File: src/rtl/vbs_pkg.sv
package vbs_pkg;
  localparam int BS_LO_W = 8;
  localparam int BS_HI_W = 2;
  localparam int BS_W    = BS_LO_W + BS_HI_W;

  typedef logic [BS_W-1:0] bs_t;

  typedef enum logic [1:0] {
    GATE_SHUT = 2'd0,
    GATE_QUAL = 2'd1,
    GATE_OPEN = 2'd2
  } gate_state_e;

  // Join the two register fields into one divisor code.
  function automatic bs_t bs_join(input logic [BS_LO_W-1:0] lo,
                                  input logic [BS_HI_W-1:0] hi);
    return {hi, lo};
  endfunction

  // The reserved code 0 behaves as a divide-by-one.
  function automatic bs_t bs_effective(input bs_t raw);
    return (raw == '0) ? bs_t'(1) : raw;
  endfunction

  function automatic int max_int(input int a, input int b);
    return (a > b) ? a : b;
  endfunction
endpackage

File: src/rtl/vbs_divider.sv
module vbs_divider
  import vbs_pkg::*;
(
  input  logic clk_i,
  input  logic rst_n_i,
  input  logic start_i,
  input  logic run_i,
  input  bs_t  div_i,
  output logic tick_o
);
  bs_t div_q;
  bs_t pre_q;
  logic at_end;

  assign at_end = (pre_q == (div_q - bs_t'(1)));
  assign tick_o = run_i && at_end;

  always_ff @(posedge clk_i) begin
    if (!rst_n_i) begin
      div_q <= bs_t'(1);
      pre_q <= '0;
    end else if (start_i) begin
      div_q <= div_i;
      pre_q <= '0;
    end else if (run_i) begin
      pre_q <= at_end ? '0 : (pre_q + bs_t'(1));
    end
  end
endmodule

File: src/rtl/vbs_window.sv
module vbs_window
  import vbs_pkg::*;
#(
  parameter int PERIODS      = 10,
  parameter int TEMP_PERIODS = 100
) (
  input  logic clk_i,
  input  logic rst_n_i,
  input  logic start_i,
  input  logic temp_i,
  input  logic tick_i,
  output logic busy_o,
  output logic done_o
);
  localparam int MAXP  = max_int(PERIODS, TEMP_PERIODS);
  localparam int CNT_W = $clog2(MAXP + 1);

  logic [CNT_W-1:0] per_q;
  logic [CNT_W-1:0] lim_q;
  logic             busy_q;
  logic             last_period;

  assign last_period = (per_q == (lim_q - CNT_W'(1)));
  assign done_o      = busy_q && tick_i && last_period;
  assign busy_o      = busy_q;

  always_ff @(posedge clk_i) begin
    if (!rst_n_i) begin
      per_q  <= '0;
      lim_q  <= CNT_W'(PERIODS);
      busy_q <= 1'b0;
    end else if (start_i) begin
      per_q  <= '0;
      lim_q  <= temp_i ? CNT_W'(TEMP_PERIODS) : CNT_W'(PERIODS);
      busy_q <= 1'b1;
    end else if (busy_q && tick_i) begin
      if (last_period) begin
        busy_q <= 1'b0;
        per_q  <= '0;
      end else begin
        per_q <= per_q + CNT_W'(1);
      end
    end
  end
endmodule

File: src/rtl/vbs_mute_gate.sv
module vbs_mute_gate
  import vbs_pkg::*;
#(
  parameter int DLY_CYCLES = 16
) (
  input  logic clk_i,
  input  logic rst_n_i,
  input  logic start_i,
  input  logic lock_ok_i,
  input  logic dly_en_i,
  output logic open_o,
  output logic release_o
);
  localparam int DLY_W = $clog2(DLY_CYCLES + 1);

  gate_state_e      st_q;
  logic [DLY_W-1:0] cnt_q;
  logic             qualified;

  assign qualified = !dly_en_i || (cnt_q == DLY_W'(DLY_CYCLES - 1));
  assign release_o = (st_q != GATE_OPEN) && !start_i && lock_ok_i && qualified;
  assign open_o    = (st_q == GATE_OPEN);

  always_ff @(posedge clk_i) begin
    if (!rst_n_i) begin
      st_q  <= GATE_SHUT;
      cnt_q <= '0;
    end else if (start_i) begin
      st_q  <= GATE_SHUT;
      cnt_q <= '0;
    end else if (st_q != GATE_OPEN) begin
      if (!lock_ok_i) begin
        st_q  <= GATE_SHUT;
        cnt_q <= '0;
      end else if (release_o) begin
        st_q  <= GATE_OPEN;
        cnt_q <= '0;
      end else begin
        st_q  <= GATE_QUAL;
        cnt_q <= cnt_q + DLY_W'(1);
      end
    end
  end
endmodule

File: src/rtl/vco_band_sel_seq.sv
module vco_band_sel_seq
  import vbs_pkg::*;
#(
  parameter int PERIODS         = 10,
  parameter int TEMP_PERIODS    = 100,
  parameter int MUTE_DLY_CYCLES = 16
) (
  input  logic               clk_i,
  input  logic               rst_n_i,
  input  logic               start_i,
  input  logic [BS_LO_W-1:0] bs_lo_i,
  input  logic [BS_HI_W-1:0] bs_hi_i,
  input  logic               temp_mode_i,
  input  logic               mute_en_i,
  input  logic               mute_dly_en_i,
  input  logic               lock_raw_i,
  output logic               busy_o,
  output logic               lock_valid_o,
  output logic               rf_mute_o
);
  // Named internal events, visible to the bound checker.
  bs_t  eff_div;
  logic band_tick;
  logic window_busy;
  logic window_done;
  logic gate_open;
  logic gate_release;

  assign eff_div = bs_effective(bs_join(bs_lo_i, bs_hi_i));

  vbs_divider u_div (
    .clk_i   (clk_i),
    .rst_n_i (rst_n_i),
    .start_i (start_i),
    .run_i   (window_busy),
    .div_i   (eff_div),
    .tick_o  (band_tick)
  );

  vbs_window #(
    .PERIODS      (PERIODS),
    .TEMP_PERIODS (TEMP_PERIODS)
  ) u_win (
    .clk_i   (clk_i),
    .rst_n_i (rst_n_i),
    .start_i (start_i),
    .temp_i  (temp_mode_i),
    .tick_i  (band_tick),
    .busy_o  (window_busy),
    .done_o  (window_done)
  );

  assign lock_valid_o = lock_raw_i && !window_busy;

  vbs_mute_gate #(
    .DLY_CYCLES (MUTE_DLY_CYCLES)
  ) u_gate (
    .clk_i     (clk_i),
    .rst_n_i   (rst_n_i),
    .start_i   (start_i),
    .lock_ok_i (lock_valid_o),
    .dly_en_i  (mute_dly_en_i),
    .open_o    (gate_open),
    .release_o (gate_release)
  );

  assign busy_o    = window_busy;
  assign rf_mute_o = mute_en_i && !gate_open;
endmodule

File: config.mk
export PLATFORM = sky130hd
export DESIGN_NAME = vco_band_sel_seq
export DESIGN_NICKNAME = d
export VERILOG_FILES = /design/src/rtl/vbs_pkg.sv /design/src/rtl/vbs_divider.sv /design/src/rtl/vbs_window.sv /design/src/rtl/vbs_mute_gate.sv /design/src/rtl/vco_band_sel_seq.sv
export SDC_FILE = /design/constraint.sdc
export NUM_CORES = 1
export LEC_CHECK = 0
export BUFFER_PORTS_ARGS = -buffer_cell sky130_fd_sc_hd__buf_2
export CORE_MARGIN = 2
export CORE_UTILIZATION = 40
export DETAILED_ROUTE_END_ITERATION = 8
export MAX_ROUTING_LAYER = met4
export PLACE_DENSITY = 0.54
export REMOVE_ABC_BUFFERS = 1
export SLEW_MARGIN = 20
export SYNTH_ARGS = -nofsm -noshare
export SYNTH_HDL_FRONTEND = slang
export SYNTH_HIERARCHICAL = 1
export SYNTH_SLANG_ARGS = --single-unit
File: constraint.sdc
create_clock -name clk_i -period 3.25 [get_ports clk_i]
set_input_delay 0.65 -clock clk_i [delete_from_list [all_inputs] [get_ports clk_i]]
set_output_delay 0.65 -clock clk_i [all_outputs]
set_load 0.02 [all_outputs]
==> metrics, run 1 <==
Synth Warn #=6; Worst VDD drop=0.000205 V; wire per inst=13.2 um; DRC viols=0; core area=5470 um^2; worst r2r src=u_div/div_q[4]$_SDFFE_PN0P_; H-tree lvl count=2; vias per std cell=5.18; row count=27; Pre-antenna DRT Iters=4; unrepaired setup endpoints after global routing=false; area grow syn2layout=10.2%; R2R Setup Slk=260 ps; WP data required=3410 ps; insertion delay to the later sink of the worst-skew pair=280 ps; Die Y=79.2 um; Most Crowded Layer GR=met2; Post-CTS Setup Bufs=0; clock-pin slew on the worst setup and hold paths=70 ps; Vias=1818; hold wc startpoint=u_gate/cnt_q[4]$_SDFFE_PP0N_; HP Class=reg2reg; commonest non-fill, non-tap cell in the layout=dfxtp_1; Detailed Route WL=4630 um; CP arrival=3150 ps; depth of the worst hold-timing path=2; remaining antenna violation count=0; HPWL Detailed=3510 um; Num CTS Buffers=5; first-pass GRT wire length=8160 um; Ports=20; total power=0.946 mW; achievable frequency=0.334 GHz; vias in the first global route=1761; die footprint=6280 um^2; Max Cap Violations=0; Initial Util=0.414; Power Density=379 nW/um^2; crit path cell chain=or4_4 > or4b_4 > a21oi_2 > o21ai_2 > nor3_4 > and2_1 > nand4_1 > o311ai_4 > nor2_1; overall routing resource usage=0.167; ant diodes=0; initial antenna violation count=0; most frequent cells in the layout=dfxtp_1 (36), nor2_1 (25), buf_2 (19), nand2_1 (19), xnor2_1 (14); worst r2r path cells=9; CTS tree=done; status=complete, no violations; CTS max path bufs=2; GR Layer Usage met1=0.223; Final Hold Vio Count=0; Slew Viols, Final=0; Die W=79.2 um; Pleak=0.951 nW; fin crit period=2990 ps; Detailed Route Iter0 Violations=64; Synth Instances=266; Worst path slowest cell=or4b_4; CTS sink count=37; reg-to-reg critical path endpoint=u_win/per_q[5]$_SDFFE_PP0P_; worst setup path class=reg2reg; Root Driver=clkbuf_8; nets@finish=304; Post-Syn Area=2260 um^2; Crit. End Element=register; Slew HR=0.623; Worst-Margin Slew=561 ps; Sum Neg Setup Slack=0 ps; CP peak stage delay=530 ps; RePlAce Congestion=0.825; Port Buf Inserts=19; fin crit share=0.921; met2 Use GR=0.254; syn_area_per_cell=8.51 um^2; gr ovfl total=0; delay-heaviest family, CP=simple AND/OR/NAND/NOR gates; startpoint types=register; Worst Skew=8.59 ps; Hold Crit Endpoint=u_gate/cnt_q[4]$_SDFFE_PP0N_; met3 global-route usage=0.0341; CP Buf/Inv Count=0; largest net degree at the start of global routing=19; CP Max Fanout=7; layout cell share with drive strength beyond 1=0.165; setup violators final=0
[stage by stage]
step,hold slack (ps),area [um^2],worst slack [ps],instances,utilization
2_1_floorplan,456,2180,322,246,-
3_3_place_gp,477,2410,281,343,0.441
3_5_place_dp,493,2410,247,343,0.441
4_1_cts,507,2490,220,351,0.455
5_1_grt,526,2490,8.64,351,0.456
6_report,501,2490,257,351,0.456
[worst max-delay path by stage]
stage	from	slack (ps)	endpoint	cells past startpoint
after floorplan	u_div/div_q[2]$_SDFFE_PN0P_	320	u_win/per_q[0]$_SDFFE_PP0P_	9
after global placement	u_div/div_q[0]$_SDFFE_PN1P_	280	u_win/per_q[3]$_SDFFE_PP0P_	10
after detailed placement	u_div/div_q[0]$_SDFFE_PN1P_	250	u_win/per_q[5]$_SDFFE_PP0P_	10
after CTS	u_div/div_q[0]$_SDFFE_PN1P_	220	u_win/per_q[5]$_SDFFE_PP0P_	10
after global routing	u_div/div_q[4]$_SDFFE_PN0P_	9	u_win/per_q[6]$_SDFFE_PP0P_	9
final	u_div/div_q[4]$_SDFFE_PN0P_	260	u_win/per_q[5]$_SDFFE_PP0P_	9
[flip-flops by register name (all words and copies together) (netlist names)]
name and count:
u_div/div_q 10, u_div/pre_q 10, u_gate/cnt_q 5, u_gate/st_q 2, u_win/busy_o 1, u_win/lim_q 2, u_win/per_q 7
[where the power goes]
part           internal, mW  leakage, nW  switching [mW]  total, mW
Combinational        0.0700        0.610          0.0896      0.160
Sequential            0.466        0.301          0.0168      0.483
Clock                 0.152       0.0395           0.152      0.304
[worst register-to-register path: cells and delay by family, from the launching register on]
kind	cells	cell delay [ps]
AOI/OAI and AO/OA	3	730
DFF	1	370
and+or+nand+nor	6	1770
[layout make-up]
class | instances | area, um^2
clock buffer | 8 | 80.1
inverter | 11 | 41.3
fill | 582 | 2980
multi-input combinational | 198 | 1400
timing repair buffer | 25 | 140
sequential | 37 | 742
tap | 72 | 90.1
[what timing repair did]
action,CTS,global route
gates resized for setup,0,2
endpoints found under the setup margin,0,7
hold buffers,0,0
[metal layers]
layer / vias up / part of all wire
met5: - / 0
met4: 0 / 0.011
met3: 5 / 0.029
met2: 26 / 0.45
met1: 837 / 0.51
li1: 950 / -
No activity file was read; power rests on OpenSTA's default activity.
==> inputs of run 2 (changes only) <==
--- a/config.mk
+++ b/config.mk
@@ -8,6 +8,7 @@
 export BUFFER_PORTS_ARGS = -buffer_cell sky130_fd_sc_hd__buf_2
 export CORE_MARGIN = 2
 export CORE_UTILIZATION = 40
+export CTS_BUF_LIST = sky130_fd_sc_hd__clkbuf_2
 export DETAILED_ROUTE_END_ITERATION = 8
 export MAX_ROUTING_LAYER = met4
 export PLACE_DENSITY = 0.54
==> run 2 against run 1 <==
  * Sequential share of layout area rose by 0.52 points
  * Cell count did not move
  * Hold slack improved by 16 ps
  * Critical path depth did not move
  * Clock-buffer cell count did not move
  * Die area did not move
  * Combinational power barely moved
  * Sequential power barely moved
  * Final area fell by 1.7%
  * Clock skew rose by 12 ps
  * Worst setup slack improved by 22 ps
  * Critical endpoint is now u_win/per_q[4]$_SDFFE_PP0P_
  * Largest power group unchanged
==> metrics, run 2 (same netlist as run 1, synthesis figures left out) <==
vias in the first global route=1758 (-0.17%); worst r2r src=u_div/div_q[4]$_SDFFE_PN0P_; Ports=20 (unchanged); Detailed Route Iter0 Violations=76 (+19%); Vias=1788 (-1.7%); R2R Setup Slk=280 ps (+20 ps); Worst Skew=20.9 ps (+12.3 ps); reg-to-reg critical path endpoint=u_win/per_q[4]$_SDFFE_PP0P_; nets@finish=304 (unchanged); status=complete, no violations; overall routing resource usage=0.166 (-0.000984); wire per inst=13.2 um (+0.22%); vias per std cell=5.09 (-1.7%); Final Hold Vio Count=0 (unchanged); CP Max Fanout=7 (unchanged); Hold Crit Endpoint=u_win/lim_q[5]$_SDFFE_PN0P_; WHS=517 ps (+15.9 ps); Hold Buf Count CTS=0 (unchanged); Slew Viols, Final=0 (unchanged); Worst path slowest cell=or4b_4; Initial Util=0.414 (unchanged); worst setup margin=279 ps (+22.1 ps); worst r2r path cells=9 (unchanged); Port Buf Inserts=19 (unchanged); Crit. End Element=register; achievable frequency=0.337 GHz (+0.74%); Worst-Margin Slew=612 ps (+51.2 ps); layout cell share with drive strength beyond 1=0.172 (+0.00717); die footprint=6280 um^2 (unchanged); Sum Neg Setup Slack=0 ps (unchanged); Die Y=79.2 um (unchanged); row count=27 (unchanged); WP data required=3500 ps (+90 ps); CTS max path bufs=2 (unchanged); Pleak=0.946 nW (-0.52%); fin crit period=2970 ps (-22.1 ps); fillers=586 (+0.69%); H-tree lvl count=2 (unchanged); CP arrival=3220 ps (+70 ps); area grow syn2layout=8.29%; Detailed Route WL=4640 um (+0.22%); Worst VDD drop=0.000185 V (-9.7%); Pre-antenna DRT Iters=5 (+1); insertion delay to the later sink of the worst-skew pair=360 ps (+80 ps); gr ovfl total=0 (unchanged); commonest non-fill, non-tap cell in the layout=dfxtp_1; Die W=79.2 um (unchanged); most frequent cells in the layout=dfxtp_1 (36), nor2_1 (25), buf_2 (19), nand2_1 (19), xnor2_1 (14); DRC viols=0 (unchanged); remaining antenna violation count=0 (unchanged); RePlAce Congestion=0.825 (unchanged); largest net degree at the start of global routing=19 (unchanged); unrepaired setup endpoints after global routing=false; crit path cell chain=or4_4 > or4b_4 > a21oi_2 > o21ai_2 > nor3_4 > and2_1 > nand4_1 > o311ai_4 > nor2_1; Slew HR=0.588 (-0.0344); first-pass GRT wire length=8160 um (about the same); initial antenna violation count=0 (unchanged); startpoint types=register; post-place setup slack=247 ps (unchanged); Num CTS Buffers=5 (unchanged); CTS sink count=37 (unchanged); fin crit share=0.914 (-0.00681); setup violators final=0 (unchanged); worst setup path class=reg2reg; hold wc startpoint=u_win/lim_q[5]$_SDFFE_PN0P_; Max Cap Violations=0 (unchanged); HPWL Detailed=3510 um (unchanged); Root Driver=clkbuf_2; ant diodes=0 (unchanged); core area=5470 um^2 (unchanged); CTS tree=done; biggest regs=u_div/div_q x10, u_div/pre_q x10, u_win/per_q x7; clock-pin slew on the worst setup and hold paths=190 ps (+120 ps); depth of the worst hold-timing path=2 (unchanged); CP peak stage delay=530 ps (about the same); Power Density=347 nW/um^2 (-8.5%); crit path launch=u_div/div_q[4]$_SDFFE_PN0P_; HP Class=reg2reg
## run 2: cell counts in the layout (fill, tap and decap cells not counted)
Identical to the previous run, type by type.
## run 2: worst max-delay path by stage
stage	end	depth (start not counted)
6_report	u_win/per_q[4]$_SDFFE_PP0P_	9
5_1_grt	u_win/per_q[5]$_SDFFE_PP0P_	11
4_1_cts	u_win/per_q[4]$_SDFFE_PP0P_	10
3_5_place_dp	u_win/per_q[5]$_SDFFE_PP0P_	10
3_3_place_gp	u_win/per_q[3]$_SDFFE_PP0P_	10
2_1_floorplan	u_win/per_q[0]$_SDFFE_PP0P_	9
## run 2: metal layers
layer / vias to the layer above / wire length (um) / GRT usage / share of wire
met5: - / 0 / - / 0
met4: 0 / 19 / 0.0310 / 0.0041
met3: 2 / 94 / 0.0409 / 0.020
met2: 14 / 2100 / 0.255 / 0.45
met1: 826 / 2420 / 0.224 / 0.52
li1: 946 / - / - / -
## run 2: layout make-up
| type | count | area, um^2 | area share |
|---|---|---|---|
| multi-input cells | 198 | 1400 | 0.570 |
| flip-flops and latches | 37 | 742 | 0.303 |
| repair buffers | 25 | 140 | 0.0571 |
| well taps | 72 | 90.1 | 0.0367 |
| inverters | 11 | 41.3 | 0.0168 |
| clock buffers | 8 | 40.0 | 0.0163 |
## run 2: power breakdown
group / internal, mW / switching (mW)
combinational: 0.0695 / 0.0898
clock: 0.0637 / 0.145
sequential: 0.467 / 0.0168
total: 0.600 / 0.251
## run 2: critical path, delay by kind of cell, from the launching register on
| family | cells | cell delay [ps] |
|---|---|---|
| DFF | 1 | 410 |
| and+or+nand+nor | 6 | 1750 |
| AOI/OAI and AO/OA | 3 | 680 |
## run 2: timing repair
item	CTS	global route
gates resized for setup	0	1
setup endpoints to repair	0	7
setup buffers	0	0
## run 2: stage by stage
stage | utilization | instances | instance area [um^2] | power (mW)
floorplan | - | 246 | 2180 | 0.598
global placement | 0.441 | 343 | 2410 | 0.652
detailed placement | 0.441 | 343 | 2410 | 0.653
CTS | 0.448 | 351 | 2450 | 0.866
global route | 0.448 | 351 | 2450 | 0.909
finish | 0.448 | 351 | 2450 | 0.851
